**config.mk**
```make
export PLATFORM = sky130hd
export DESIGN_NAME = gate_in_filter
export DESIGN_NICKNAME = d
export VERILOG_FILES = /design/src/rtl/gif_pkg.sv /design/src/rtl/gif_rst_sync.sv /design/src/rtl/gif_chan.sv /design/src/rtl/gate_in_filter.sv
export SDC_FILE = /design/constraint.sdc
export NUM_CORES = 1
export LEC_CHECK = 0
export BUFFER_PORTS_ARGS = -buffer_cell sky130_fd_sc_hd__buf_2
export CORE_UTILIZATION = 25
export DETAILED_ROUTE_END_ITERATION = 7
export PLACE_DENSITY_LB_ADDON = 0.15
export SLEW_MARGIN = 0
export SYNTH_ARGS = -nofsm -noshare
export SYNTH_HDL_FRONTEND = slang
export SYNTH_HIERARCHICAL = 1
export SYNTH_SLANG_ARGS = --single-unit
```
**constraint.sdc**
```tcl
create_clock -name clk -period 2.3 [get_ports clk]
set_clock_uncertainty 0.2 [all_clocks]
set_input_delay 0.345 -clock clk [delete_from_list [all_inputs] [get_ports clk]]
set_output_delay 0.345 -clock clk [all_outputs]
set_load 0.03 [all_outputs]
```
**src/rtl/gif_pkg.sv**
```systemverilog
package gif_pkg;
  // Idle level of a channel: command lines (active low) idle high,
  // the enable line (last channel) idles low.
  function automatic logic chan_idle(input int unsigned idx, input int unsigned num_cmd);
    return (idx < num_cmd) ? 1'b1 : 1'b0;
  endfunction
endpackage

```
**src/rtl/gif_rst_sync.sv**
```systemverilog
module gif_rst_sync (
  input  logic clk,
  input  logic rst_n,
  output logic srst_n
);
  logic [1:0] stage_q;

  always_ff @(posedge clk or negedge rst_n) begin
    if (!rst_n) stage_q <= 2'b00;
    else        stage_q <= {stage_q[0], 1'b1};
  end

  assign srst_n = stage_q[1];
endmodule

```
**src/rtl/gif_chan.sv**
```systemverilog
module gif_chan #(
  parameter int unsigned QUAL_CYCLES = 25,
  parameter logic        IDLE_LVL    = 1'b1
) (
  input  logic clk,
  input  logic rst_n,
  input  logic raw_i,
  output logic flt_o
);
  localparam int unsigned CNT_W = (QUAL_CYCLES > 2) ? $clog2(QUAL_CYCLES) : 1;
  localparam logic [CNT_W-1:0] LAST = CNT_W'(QUAL_CYCLES - 1);

  logic             flt_q, flt_d;
  logic [CNT_W-1:0] cnt_q, cnt_d;
  logic             differ, at_last, upd_en;

  always_comb begin
    differ  = raw_i ^ flt_q;
    at_last = (cnt_q == LAST);
    upd_en  = differ | (cnt_q != '0);
    flt_d   = flt_q;
    cnt_d   = cnt_q;
    if (!differ) begin
      cnt_d = '0;
    end else if (at_last) begin
      flt_d = raw_i;
      cnt_d = '0;
    end else begin
      cnt_d = cnt_q + 1'b1;
    end
  end

  always_ff @(posedge clk or negedge rst_n) begin
    if (!rst_n) begin
      flt_q <= IDLE_LVL;
      cnt_q <= '0;
    end else if (upd_en) begin
      flt_q <= flt_d;
      cnt_q <= cnt_d;
    end
  end

  assign flt_o = flt_q;


  flip_src_chk: assert property (@(posedge clk) disable iff (!rst_n)
    !$stable(flt_o) |-> (flt_o == $past(raw_i)));

  hold_match_chk: assert property (@(posedge clk) disable iff (!rst_n)
    (raw_i == flt_o) |=> $stable(flt_o));

  cnt_bound_chk: assert property (@(posedge clk) disable iff (!rst_n)
    cnt_q <= LAST);

  flip_term_chk: assert property (@(posedge clk) disable iff (!rst_n)
    !$stable(flt_o) |-> ($past(cnt_q) == LAST));
endmodule

```
**src/rtl/gate_in_filter.sv**
```systemverilog
module gate_in_filter #(
  parameter int unsigned NUM_PH      = 3,
  parameter int unsigned QUAL_CYCLES = 25
) (
  input  logic              clk,
  input  logic              rst_n,
  input  logic [NUM_PH-1:0] hs_cmd_n_raw,
  input  logic [NUM_PH-1:0] ls_cmd_n_raw,
  input  logic              drv_en_raw,
  output logic [NUM_PH-1:0] hs_cmd_n_flt,
  output logic [NUM_PH-1:0] ls_cmd_n_flt,
  output logic              drv_en_flt
);
  import gif_pkg::*;

  localparam int unsigned NUM_CMD = 2 * NUM_PH;
  localparam int unsigned NUM_CH  = NUM_CMD + 1;

  logic              srst_n;
  logic [NUM_CH-1:0] raw_vec, flt_vec;

  gif_rst_sync u_rst_sync (.clk(clk), .rst_n(rst_n), .srst_n(srst_n));

  assign raw_vec = {drv_en_raw, ls_cmd_n_raw, hs_cmd_n_raw};

  for (genvar c = 0; c < NUM_CH; c++) begin : g_ch
    gif_chan #(
      .QUAL_CYCLES(QUAL_CYCLES),
      .IDLE_LVL   (chan_idle(c, NUM_CMD))
    ) u_chan (
      .clk  (clk),
      .rst_n(srst_n),
      .raw_i(raw_vec[c]),
      .flt_o(flt_vec[c])
    );
  end

  assign hs_cmd_n_flt = flt_vec[NUM_PH-1:0];
  assign ls_cmd_n_flt = flt_vec[NUM_CMD-1:NUM_PH];
  assign drv_en_flt   = flt_vec[NUM_CMD];


  chan_indep_chk: assert property (@(posedge clk) disable iff (!srst_n)
    (raw_vec == flt_vec) |=> $stable(flt_vec));
endmodule

```
# == Word-level counts from Yosys, hierarchy flattened ==
# Index checks and enable logic that the tools add are counted.
# op_classes
n_addsub,7
mul,0
n_div,0
magnitude_cmp,0
eq_ne,7
n_shift,0
mux,14
bitwise_logic,14
reduce_logical,14
# op_table
operator,n
$mux W5,14
$add A5 B1 Y5 const B,7
$eq A5 B5 Y1 const B,7
$reduce_bool A5 Y1,7
$reduce_and A3 Y1,7
$or A1 B1 Y1,7
$xor A1 B1 Y1,7
# totals
ff_bits,44
latchBits,0
mem_bits_rw,0
mem_bits_ro,0
output_inout_bits,7
wordCells,71
memories,0

# == Depth between registers and ports, before layout ==
# Gate-level depths: netlist of run 1.
# logic_depth
depth_word,3
ltp_mapped,5
mapped_depth_nobuf,5

# == Cells and area by module ==
# Netlist of run 1, hierarchy kept.
# modules_own_cells
mod,instances,cells_per_inst,area_per_inst_um2,seq_area_each_um2
gif_chan at g_ch[0].u_chan ...,6,28,312.8,151.4
gif_chan at g_ch[6].u_chan,1,28,311.5,150.1
gif_rst_sync,1,3,53.8,50.0

# == Least setup slack after synthesis of run 1 ==
# No wires, ideal clock.
# synth_timing
kind,flip-flop to flip-flop
startpoint,register g_ch[0].u_chan.flt_q
endpoint,register g_ch[0].u_chan.cnt_q[3]
arrival_ps,1378
required_time_ps,2027
slack_ps,649
path_stages_with_launch,4
path_cell_list,dfstp_2 -> xor2_1 -> or4_4 -> a21oi_2
# synth_via
elab_chain_len,2
word_cells_on_any_way,3
cone_classes,mux (1); bitwise (2)
# synth_rtl
item,line_no,source
start: declaration,gif_chan.sv:13,"logic flt_q, flt_d;"
start signal: assignment,gif_chan.sv:38,flt_q <= flt_d;
$xor A1 B1 Y1 *,gif_chan.sv:18,differ = raw_i ^ flt_q;
$mux W5 or $or A1 B1 Y1 (tied branches),"gif_chan.sv:23, gif_chan.sv:20",
end signal: assignment,gif_chan.sv:39,cnt_q <= cnt_d;
end: declaration,gif_chan.sv:14,"logic [CNT_W-1:0] cnt_q, cnt_d;"
# Mark *: on every way between the ends. The rest lies on a longest branch, timed or not.
# A chain may end at the register's enable or synchronous reset.

# == Final worst setup path of run 1 ==
# layout_timing
startpoint,register g_ch[5].u_chan.cnt_q[0]
endpoint,register g_ch[5].u_chan.cnt_q[3]
# layout_via
elab_chain_len,3
word_cells_on_any_way,6
cone_classes,add/sub (1); eq/ne (1); mux (2); bitwise (1); reduce/logical (1)
# layout_rtl
item,line_no,source
start: declaration,gif_chan.sv:14,
start signal: assignment,gif_chan.sv:39,
$add A5 B1 Y5 or $eq A5 B5 Y1 (tied branches),"gif_chan.sv:29, gif_chan.sv:19",
$mux W5,gif_chan.sv:25,end else if (at_last) begin
$mux W5,gif_chan.sv:23,if (!differ) begin
# Parallel ways exist; a longest one is shown, timed or not.

==> results of run 1 <==
stage by stage:
| step | hold WS (ns) | power (mW) |
|---|---|---|
| 6_report | 0.0532 | 2.30 |
| 3_3_place_gp | -0.0682 | 1.81 |
| 3_5_place_dp | -0.0665 | 1.81 |
| 2_1_floorplan | -0.151 | 1.65 |
| 5_1_grt | 0.0982 | 2.49 |
| 4_1_cts | 0.0847 | 2.35 |
per-layer routing:
layer / vias up / share of wire (%) / GRT usage, % / wire, µm
met5: - / 0 / 0 / 0
met4: 0 / 1.8 / 3.79 / 68
met3: 5 / 3.1 / 2.31 / 116
li1: 724 / - / - / -
met2: 13 / 45 / 13.3 / 1650
met1: 661 / 50 / 11.4 / 1850
worst max path at each step:
stage,slack (ns),endpoint,startpoint,cells after the start
detailed placement,0.68,g_ch[5].u_chan/cnt_q[3],g_ch[5].u_chan/cnt_q[0],5
floorplan,0.65,g_ch[0].u_chan/cnt_q[3],g_ch[0].u_chan/flt_o,3
global route,0.59,g_ch[0].u_chan/cnt_q[3],g_ch[0].u_chan/cnt_q[0],5
CTS,0.64,g_ch[5].u_chan/cnt_q[3],g_ch[5].u_chan/cnt_q[0],5
global placement,0.69,g_ch[2].u_chan/cnt_q[3],g_ch[2].u_chan/cnt_q[0],5
finish,0.65,g_ch[5].u_chan/cnt_q[3],g_ch[5].u_chan/cnt_q[0],5
logic make-up after synthesis:
| group | after synthesis |
|---|---|
| AND/OR/NAND/NOR | 70 |
| flip-flops | 44 |
| XOR/XNOR | 28 |
| AO/OA/AOI/OAI | 21 |
| adder cells (fa/ha/maj) | 14 |
| buffers and inverters | 14 |
| multiplexers | 7 |
| other | 1 |
registers in the layout (all words and copies together), names as in the netlist:
signal,flops
g_ch.u_chan/cnt_q,35
g_ch.u_chan/flt_o,7
u_rst_sync/stage_q,2
layout make-up:
type	count	area share (%)
inverters	14	2.04
clock buffers	6	3.21
clock inverters	2	0.389
flip-flops and latches	44	43.1
repair buffers	17	4.08
well taps	108	5.25
multi-input cells	141	42.0
cells in the final DEF (no fill, tap or decap), types with 2 or more instances in the layout:
master and count:
dfrtp_1 37, xor2_1 21, nand3_1 21, buf_2 15
inv_1 14, nand2_1 14, o21ai_2 14, nor2_1 14
ha_1 14, nand2b_1 7, or4_4 7, nand4b_1 7
mux2_2 7, a21oi_2 7, xnor2_1 7, clkbuf_8 6
dfstp_2 6, clkinv_2 2
repair_timing:
| item | in CTS | in global routing |
|---|---|---|
| hold buffers | 1 | 0 |
| setup buffers | 0 | 0 |
| endpoints found under the hold margin | 2 | 0 |
power by group:
group	switching (mW)	total [mW]	internal, mW
combinational	0.381	0.707	0.326
clock	0.274	0.514	0.240
sequential	0.151	1.08	0.926
==> flow_summary_export.csv, run 1 <==
group,metric,value,unit
outcome,status,"finished, final reports clean",
drt,dr.first_iter.drc_count,49,
synthesis,yosys.area_share.adder,7.81,%
sta,slew_violations,0,
critical_path,path_cells,"inv_1 > ha_1 > nand2b_1 > or4_4 > a21oi_2",
grt,grt_overflow,0,
critical_path,start_kind,"register",
grt,grt_max_degree,23,
pwr,power-per-cell-area,892,nW/µm²
run,max_cap_viol_count,0,
drt,viasPerCell,4.23,
drt,routedWlPerCell,11.1,µm
clock_tree,cts_num_sinks,44,
critical_path,cp.required,2.32,ns
critical_path,arrival,1.67,ns
finish,fin_util,29.5,%
floorplan,pin_count,16,
finish,drive_above_1_share,29.5,%
synthesis,yosys-top-cells-area,"dfrtp_1 (42%), xor2_1 (8.2%), ha_1 (7.8%)",
grt,grt_pass1_wl,6600,µm
critical_path,cp_slowest_stage_delay,0.45,ns
finish,multi_input_area,1080,µm²
finish,instances_no_fill,332,
sta,slew-limit-headroom,64.8,%
synthesis,avgSynthCellArea,11.3,µm²
floorplan,placementRows,34,
clock_tree,cts_tree,"done",
synthesis,seq_area_frac_synth,49.4,%
synthesis,synthTopCellsByCount,"dfrtp_1 (38), nand3_1 (21), xor2_1 (21)",
finish,nFillCells,907,
critical_path,cp.buffers_inverters,1,
clock_tree,htreeDepth,2,
placement,numPortBuffers,15,
clock_tree,clock_latency,0.30,ns
placement,dp_hpwl,2630,µm
critical_path,regToRegSetupSlack,0.65,ns
floorplan,start_util,25.7,%
pwr,p_leak,1.16,nW
pwr,irDropWorstVdd,0.327,mV
clock_tree,clk_pin_slew_worst_paths,0.09,ns
synthesis,synth_edf_count,0,
finish,syn_to_final_growth,14.9,%
drt,via_count,1403,
synthesis,synth_simple_gate_area_share,17.6,%
finish,layout.nets,246,
sta,setup_violations,0,
synthesis,syn-num-nets,222,
critical_path,crit_path_max_fanout,3,
critical_path,r2r_cells,5,
critical_path,worstReg2RegEnd,"g_ch[5].u_chan/cnt_q[3]",
sta,fin_tns_setup,0,ns
clock_tree,clockRootBuffer,"clkbuf_8",
critical_path,crit_path_end_kind,"register",
finish,antennaDiodeCount,0,
grt,antenna_found_initial,0,
floorplan,fp.dieH,96.7,µm
critical_path,r2r-start,"g_ch[5].u_chan/cnt_q[0]",
grt,grt_pass1_vias,1426,
drt,drc_errors,0,
synthesis,netlist_area,2240,µm²
worst_hold_path,hp-class,"reg2async",
placement,dp_slack,0.676,ns
clock_tree,cts_inserted_buffers,5,
floorplan,core_area,8720,µm²
placement,dp_cells,323,
floorplan,die_w,96.7,µm
sta,tightest_slew,0.527,ns
sta,finalCritPeriodShare,71.6,%
critical_path,crit_slowest_cell,"or4_4",
sta,hold_viol,0,
synthesis,synth_compound_area_share,8.20,%
synthesis,synth_most_common_cell,"dfrtp_1",
floorplan,die_area,9350,µm²
synthesis,yosysTopAreaCell,"dfrtp_1",
grt,grt_usage,8.66,%
synthesis,ys_ff_latch,44,
synthesis,synth.area.mux_share,3.52,%
synthesis,synth_cell_types,16,
synthesis,async_reset_ff_share,100,%
placement,dpl_cell_area,2470,µm²
drt,wl,3690,µm
synthesis,synth_cells,199,
synthesis,synthXorXnorAreaFrac,10.9,%
clock_tree,cts_buffer_depth,2,
synthesis,synth_ff_type,"dfrtp_1",
sta,rsz0062_at_grt,"false",
synthesis,yosysWarnings,6,
sta,post-route-min-period,1.65,ns
synthesis,synth_top_family_by_area,"simple AND/OR/NAND/NOR gates",
synthesis,yosysTopAreaCellShare,42.4,%
critical_path,critPathTopFamily,"simple AND/OR/NAND/NOR gates",
finish,final-seq-area,1110,µm²
placement,place.gp.congestion,0.693,
critical_path,crit_type,"reg2reg",
finish,final_cell_area,2580,µm²
sta,clock.fmax,607,MHz
sta,setup_slack,0.653,ns
drt,dr.pass1.iters,4,
drt,ant_nets,0,
clock_tree,cts_resized,0,
(Power assumes the default switching activity.)
==> run 2, diff against run 1 <==
==> constraint.sdc (replaced) <==
create_clock -name clk -period 1.6 [get_ports clk]
set_clock_uncertainty 0.2 [all_clocks]
set_input_delay 0.24 -clock clk [delete_from_list [all_inputs] [get_ports clk]]
set_output_delay 0.24 -clock clk [all_outputs]
set_load 0.03 [all_outputs]
==> flow_summary_export.csv, run 2 (synthesis results as in run 1) <==
group,metric,value,unit
critical_path,cp.buffers_inverters,1,
placement,numPortBuffers,15,
finish,layout.nets,290,
drt,drc_errors,0,
finish,instances_no_fill,376,
sta,setup_violations,0,
placement,place.gp.congestion,0.696,
sta,hold_viol,0,
pwr,p_clk_share,22.2,%
pwr,power-per-cell-area,1370,nW/µm²
placement,dp_hpwl,2960,µm
pwr,p_leak,1.38,nW
grt,grt_usage,9.72,%
drt,wl,4070,µm
finish,drive_above_1_share,49.3,%
critical_path,cp.required,1.62,ns
finish,layout_common_cells,"buf_4 (44), dfrtp_1 (36), nand3_1 (21), xor2_1 (15), buf_2 (15)",
floorplan,pin_count,16,
critical_path,arrival,1.62,ns
clock_tree,clockRootBuffer,"clkbuf_8",
pwr,p_sw,1.32,mW
floorplan,placementRows,34,
critical_path,critPathTopFamily,"simple AND/OR/NAND/NOR gates",
drt,dr.pass1.iters,4,
clock_tree,htreeDepth,2,
finish,antennaDiodeCount,0,
pwr,finalPower,4.17,mW
critical_path,crit_path_end_kind,"register",
placement,dp_cells,358,
clock_tree,clock_latency,0.30,ns
run,max_cap_viol_count,0,
finish,final_common_cell,"buf_4",
sta,timing.hold.ws,0.0262,ns
clock_tree,clk_pin_slew_worst_paths,0.09,ns
sta,post-route-min-period,1.59,ns
grt,antenna_found_initial,0,
critical_path,path_cells,"inv_2 > ha_4 > nand2b_1 > or4_4 > o21ai_2",
finish,top_register,"g_ch.u_chan/cnt_q",
critical_path,crit_slowest_cell,"or4_4",
grt,grt_pass1_wl,7330,µm
drt,dr.first_iter.drc_count,14,
pwr,irDropWorstVdd,0.467,mV
pwr,combPwrFrac,42.3,%
sta,slew_violations,0,
pwr,swShare,31.5,%
grt,grt_max_degree,26,
sta,fin_tns_setup,0,ns
drt,via_count,1577,
sta,clock.fmax,628,MHz
critical_path,crit_path_max_fanout,3,
grt,grt_overflow,0,
finish,syn_to_final_growth,35.7,%
clock_tree,cts_tree,"done",
drt,routedWlPerCell,10.8,µm
floorplan,start_util,25.7,%
drt,ant_nets,0,
drt,viasPerCell,4.19,
pwr,intPower,2.85,mW
floorplan,core_area,8720,µm²
finish,largest_register_ffs,35,
floorplan,fp.dieH,96.7,µm
floorplan,die_w,96.7,µm
finish,nFillCells,879,
clock_tree,cts_num_sinks,44,
critical_path,crit_type,"reg2reg",
sta,rsz0062_at_grt,"true",
sta,finalCritPeriodShare,99.4,%
outcome,status,"finished, final reports clean",
critical_path,cp_slowest_stage_delay,0.52,ns
clock_tree,cts_inserted_buffers,5,
pwr,p_seq_share,35.5,%
clock_tree,cts_buffer_depth,2,
floorplan,die_area,9350,µm²
worst_hold_path,hp-class,"reg2async",
grt,grt_pass1_vias,1653,
critical_path,start_kind,"register",
run 2: final cells by class:
type	instances	area [µm²]	area share (%)
Clock buffer	7	96.3	3.17
Clock inverter	1	30.0	0.987
Inverter	14	52.6	1.73
Multi-Input combinational cell	141	1190	39.2
Sequential cell	44	1110	36.5
Tap cell	108	135	4.44
Timing Repair Buffer	61	425	14.0
run 2: power groups by stage:
stage / sequential (mW) / clock (mW) / combinational (mW)
finish: 1.48 / 0.926 / 1.76
global route: 1.52 / 1.02 / 1.97
CTS: 1.48 / 0.972 / 1.69
detailed placement: 1.49 / 0 / 1.53
global placement: 1.49 / 0 / 1.53
floorplan: 1.54 / 0 / 0.850
run 2: path summary, 6_finish.rpt:
path	to	slack [ns]	startpoint	cells past startpoint
max in group asynchronous	g_ch[2].u_chan/flt_o	0.83	u_rst_sync/stage_q[1]	1
min reg2reg	g_ch[0].u_chan/cnt_q[0]	0.03	u_rst_sync/stage_q[1]	1
min in group clk	g_ch[4].u_chan/flt_o	0.03	ls_cmd_n_raw[1]	2
min	g_ch[0].u_chan/cnt_q[0]	0.03	u_rst_sync/stage_q[1]	1
max	g_ch[3].u_chan/cnt_q[1]	0.009	g_ch[3].u_chan/cnt_q[0]	5
max reg2reg	g_ch[3].u_chan/cnt_q[1]	0.009	g_ch[3].u_chan/cnt_q[0]	5
run 2: repair_timing:
item	CTS	global route
buffers inserted	4	4
resized for setup	16	5
endpoints found under the setup margin	16	19
hold buffers	2	0
endpoints found under the hold margin	3	0
pin swaps	5	5
run 2: per-stage QoR:
step                utilization [%]  cell area, µm²  worst slack (ns)
floorplan                         -            2290           0.00143
global placement               31.8            2770           0.00306
detailed placement             31.8            2770           -0.0104
CTS                            34.4            3000           0.00141
global route                   34.9            3040           -0.0510
finish                         34.9            3040           0.00883
run 2: routing by layer:
metal  up-vias  GRT usage [%]  share of wire, %
li1        806              -                 -
met1       748           11.9                47
met2        16           15.9                49
met3         7           2.46               2.2
met4         0           4.71               2.5
met5         -              0                 0
==> run 3, diff against run 2 <==
--- a/config.mk
+++ b/config.mk
@@ -8,6 +8,7 @@
 export BUFFER_PORTS_ARGS = -buffer_cell sky130_fd_sc_hd__buf_2
 export CORE_UTILIZATION = 25
 export DETAILED_ROUTE_END_ITERATION = 7
+export MAX_ROUTING_LAYER = met4
 export PLACE_DENSITY_LB_ADDON = 0.15
 export SLEW_MARGIN = 0
 export SYNTH_ARGS = -nofsm -noshare
==> flow_summary_export.csv, run 3 (synthesis results as in run 1) <==
group,metric,value,unit
grt,antenna_found_initial,0,
finish,layout_common_cells,"buf_4 (44), dfrtp_1 (36), nand3_1 (21), xor2_1 (15), buf_2 (15)",
floorplan,core_area,8720,µm²
clock_tree,cts_inserted_buffers,5,
finish,layout.nets,290,
finish,top_register,"g_ch.u_chan/cnt_q",
drt,via_count,1574,
pwr,p_seq_share,35.5,%
grt,grt_usage,10.0,%
critical_path,cp.required,1.62,ns
clock_tree,cts_num_sinks,44,
run,max_cap_viol_count,0,
pwr,power-per-cell-area,1370,nW/µm²
clock_tree,htreeDepth,2,
sta,slew_violations,0,
critical_path,critPathTopFamily,"simple AND/OR/NAND/NOR gates",
pwr,irDropWorstVdd,0.468,mV
outcome,status,"finished, final reports clean",
finish,fin_util,34.9,%
placement,place.gp.congestion,0.703,
pwr,p_sw,1.31,mW
sta,finalCritPeriodShare,99.5,%
drt,dr.first_iter.drc_count,20,
critical_path,path_cells,"inv_2 > ha_4 > nand2b_1 > or4_4 > o21ai_2",
floorplan,die_w,96.7,µm
pwr,swShare,31.5,%
floorplan,pin_count,16,
drt,dr.pass1.iters,4,
clock_tree,clock_latency,0.29,ns
placement,numPortBuffers,15,
critical_path,crit_path_max_fanout,3,
sta,post-route-min-period,1.59,ns
sta,clock.fmax,628,MHz
clock_tree,clk_pin_slew_worst_paths,0.09,ns
placement,dp_hpwl,2960,µm
placement,dpl_cell_area,2770,µm²
floorplan,die_area,9350,µm²
sta,hold_viol,0,
critical_path,cp_slowest_stage_delay,0.52,ns
finish,antennaDiodeCount,0,
drt,routedWlPerCell,10.8,µm
grt,grt_max_degree,26,
finish,drive_above_1_share,49.3,%
clock_tree,cts_buffer_depth,2,
pwr,finalPower,4.17,mW
critical_path,cp.buffers_inverters,1,
sta,rsz0062_at_grt,"true",
critical_path,arrival,1.61,ns
critical_path,path_depth,5,
critical_path,start_kind,"register",
critical_path,r2r_cells,5,
sta,setup_violations,0,
finish,syn_to_final_growth,35.7,%
pwr,p_leak,1.38,nW
grt,grt_pass1_wl,7340,µm
floorplan,fp.dieH,96.7,µm
worst_hold_path,hp-class,"reg2async",
pwr,intPower,2.85,mW
finish,final_common_cell,"buf_4",
drt,ant_nets,0,
clock_tree,cts_tree,"done",
critical_path,crit_type,"reg2reg",
drt,drc_errors,0,
drt,viasPerCell,4.19,
floorplan,start_util,25.7,%
critical_path,crit_path_end_kind,"register",
pwr,p_clk_share,22.1,%
clock_tree,clockRootBuffer,"clkbuf_8",
finish,largest_register_ffs,35,
critical_path,crit_slowest_cell,"or4_4",
drt,wl,4070,µm
grt,grt_overflow,0,
pwr,combPwrFrac,42.4,%
floorplan,placementRows,34,
grt,grt_pass1_vias,1652,
finish,final_cell_area,3040,µm²
sta,timing.hold.ws,0.0266,ns
run 3: cell counts in the layout (fill, tap and decap cells not counted):
No cell type changed its count.
run 3: area by class of cell:
cell class / instances / area (µm²)
Fill cell: 879 / 5680
Multi-Input combinational cell: 141 / 1190
Sequential cell: 44 / 1110
Timing Repair Buffer: 61 / 425
Tap cell: 108 / 135
Clock buffer: 7 / 96.3
Inverter: 14 / 52.6
Clock inverter: 1 / 30.0
run 3: worst paths after layout:
path / startpoint / endpoint / slack, ns
worst max-delay path: g_ch[3].u_chan/cnt_q[0] / g_ch[3].u_chan/cnt_q[1] / 0.008
worst min-delay path: u_rst_sync/stage_q[1] / g_ch[0].u_chan/cnt_q[0] / 0.03
worst max register to register: g_ch[3].u_chan/cnt_q[0] / g_ch[3].u_chan/cnt_q[1] / 0.008
worst min register to register: u_rst_sync/stage_q[1] / g_ch[0].u_chan/cnt_q[0] / 0.03
max in group asynchronous: u_rst_sync/stage_q[1] / g_ch[2].u_chan/flt_o / 0.83
min in group clk: ls_cmd_n_raw[1] / g_ch[4].u_chan/flt_o / 0.03
run 3: per-stage QoR:
step	cells	setup slack (ns)	setup TNS, ns
after global routing	376	-0.0510	-0.419
after global placement	358	0.00306	0
after floorplan	199	0.00143	0
after CTS	372	0.00141	0
after detailed placement	358	-0.0104	-0.0108
final	376	0.00842	0
run 3: per-layer routing:
metal / track usage (%) / vias to the layer above / part of all wire (%)
met5: - / - / 0
met4: 4.71 / 0 / 1.7
met3: 2.46 / 4 / 1.9
met2: 15.9 / 17 / 49
met1: 11.9 / 747 / 47
li1: - / 806 / -
run 3: timing repair:
item | CTS | global route
resized for setup | 16 | 5
pin swaps | 5 | 5
setup buffers | 4 | 4
hold endpoints to repair | 3 | 0
setup endpoints to repair | 16 | 19
hold buffers | 2 | 0
run 3: power by group through the flow:
stage | combinational (mW) | clock [mW] | sequential [mW]
detailed placement | 1.53 | 0 | 1.49
CTS | 1.69 | 0.972 | 1.48
global placement | 1.53 | 0 | 1.49
floorplan | 0.850 | 0 | 1.54
global route | 1.97 | 1.02 | 1.52
finish | 1.76 | 0.922 | 1.48
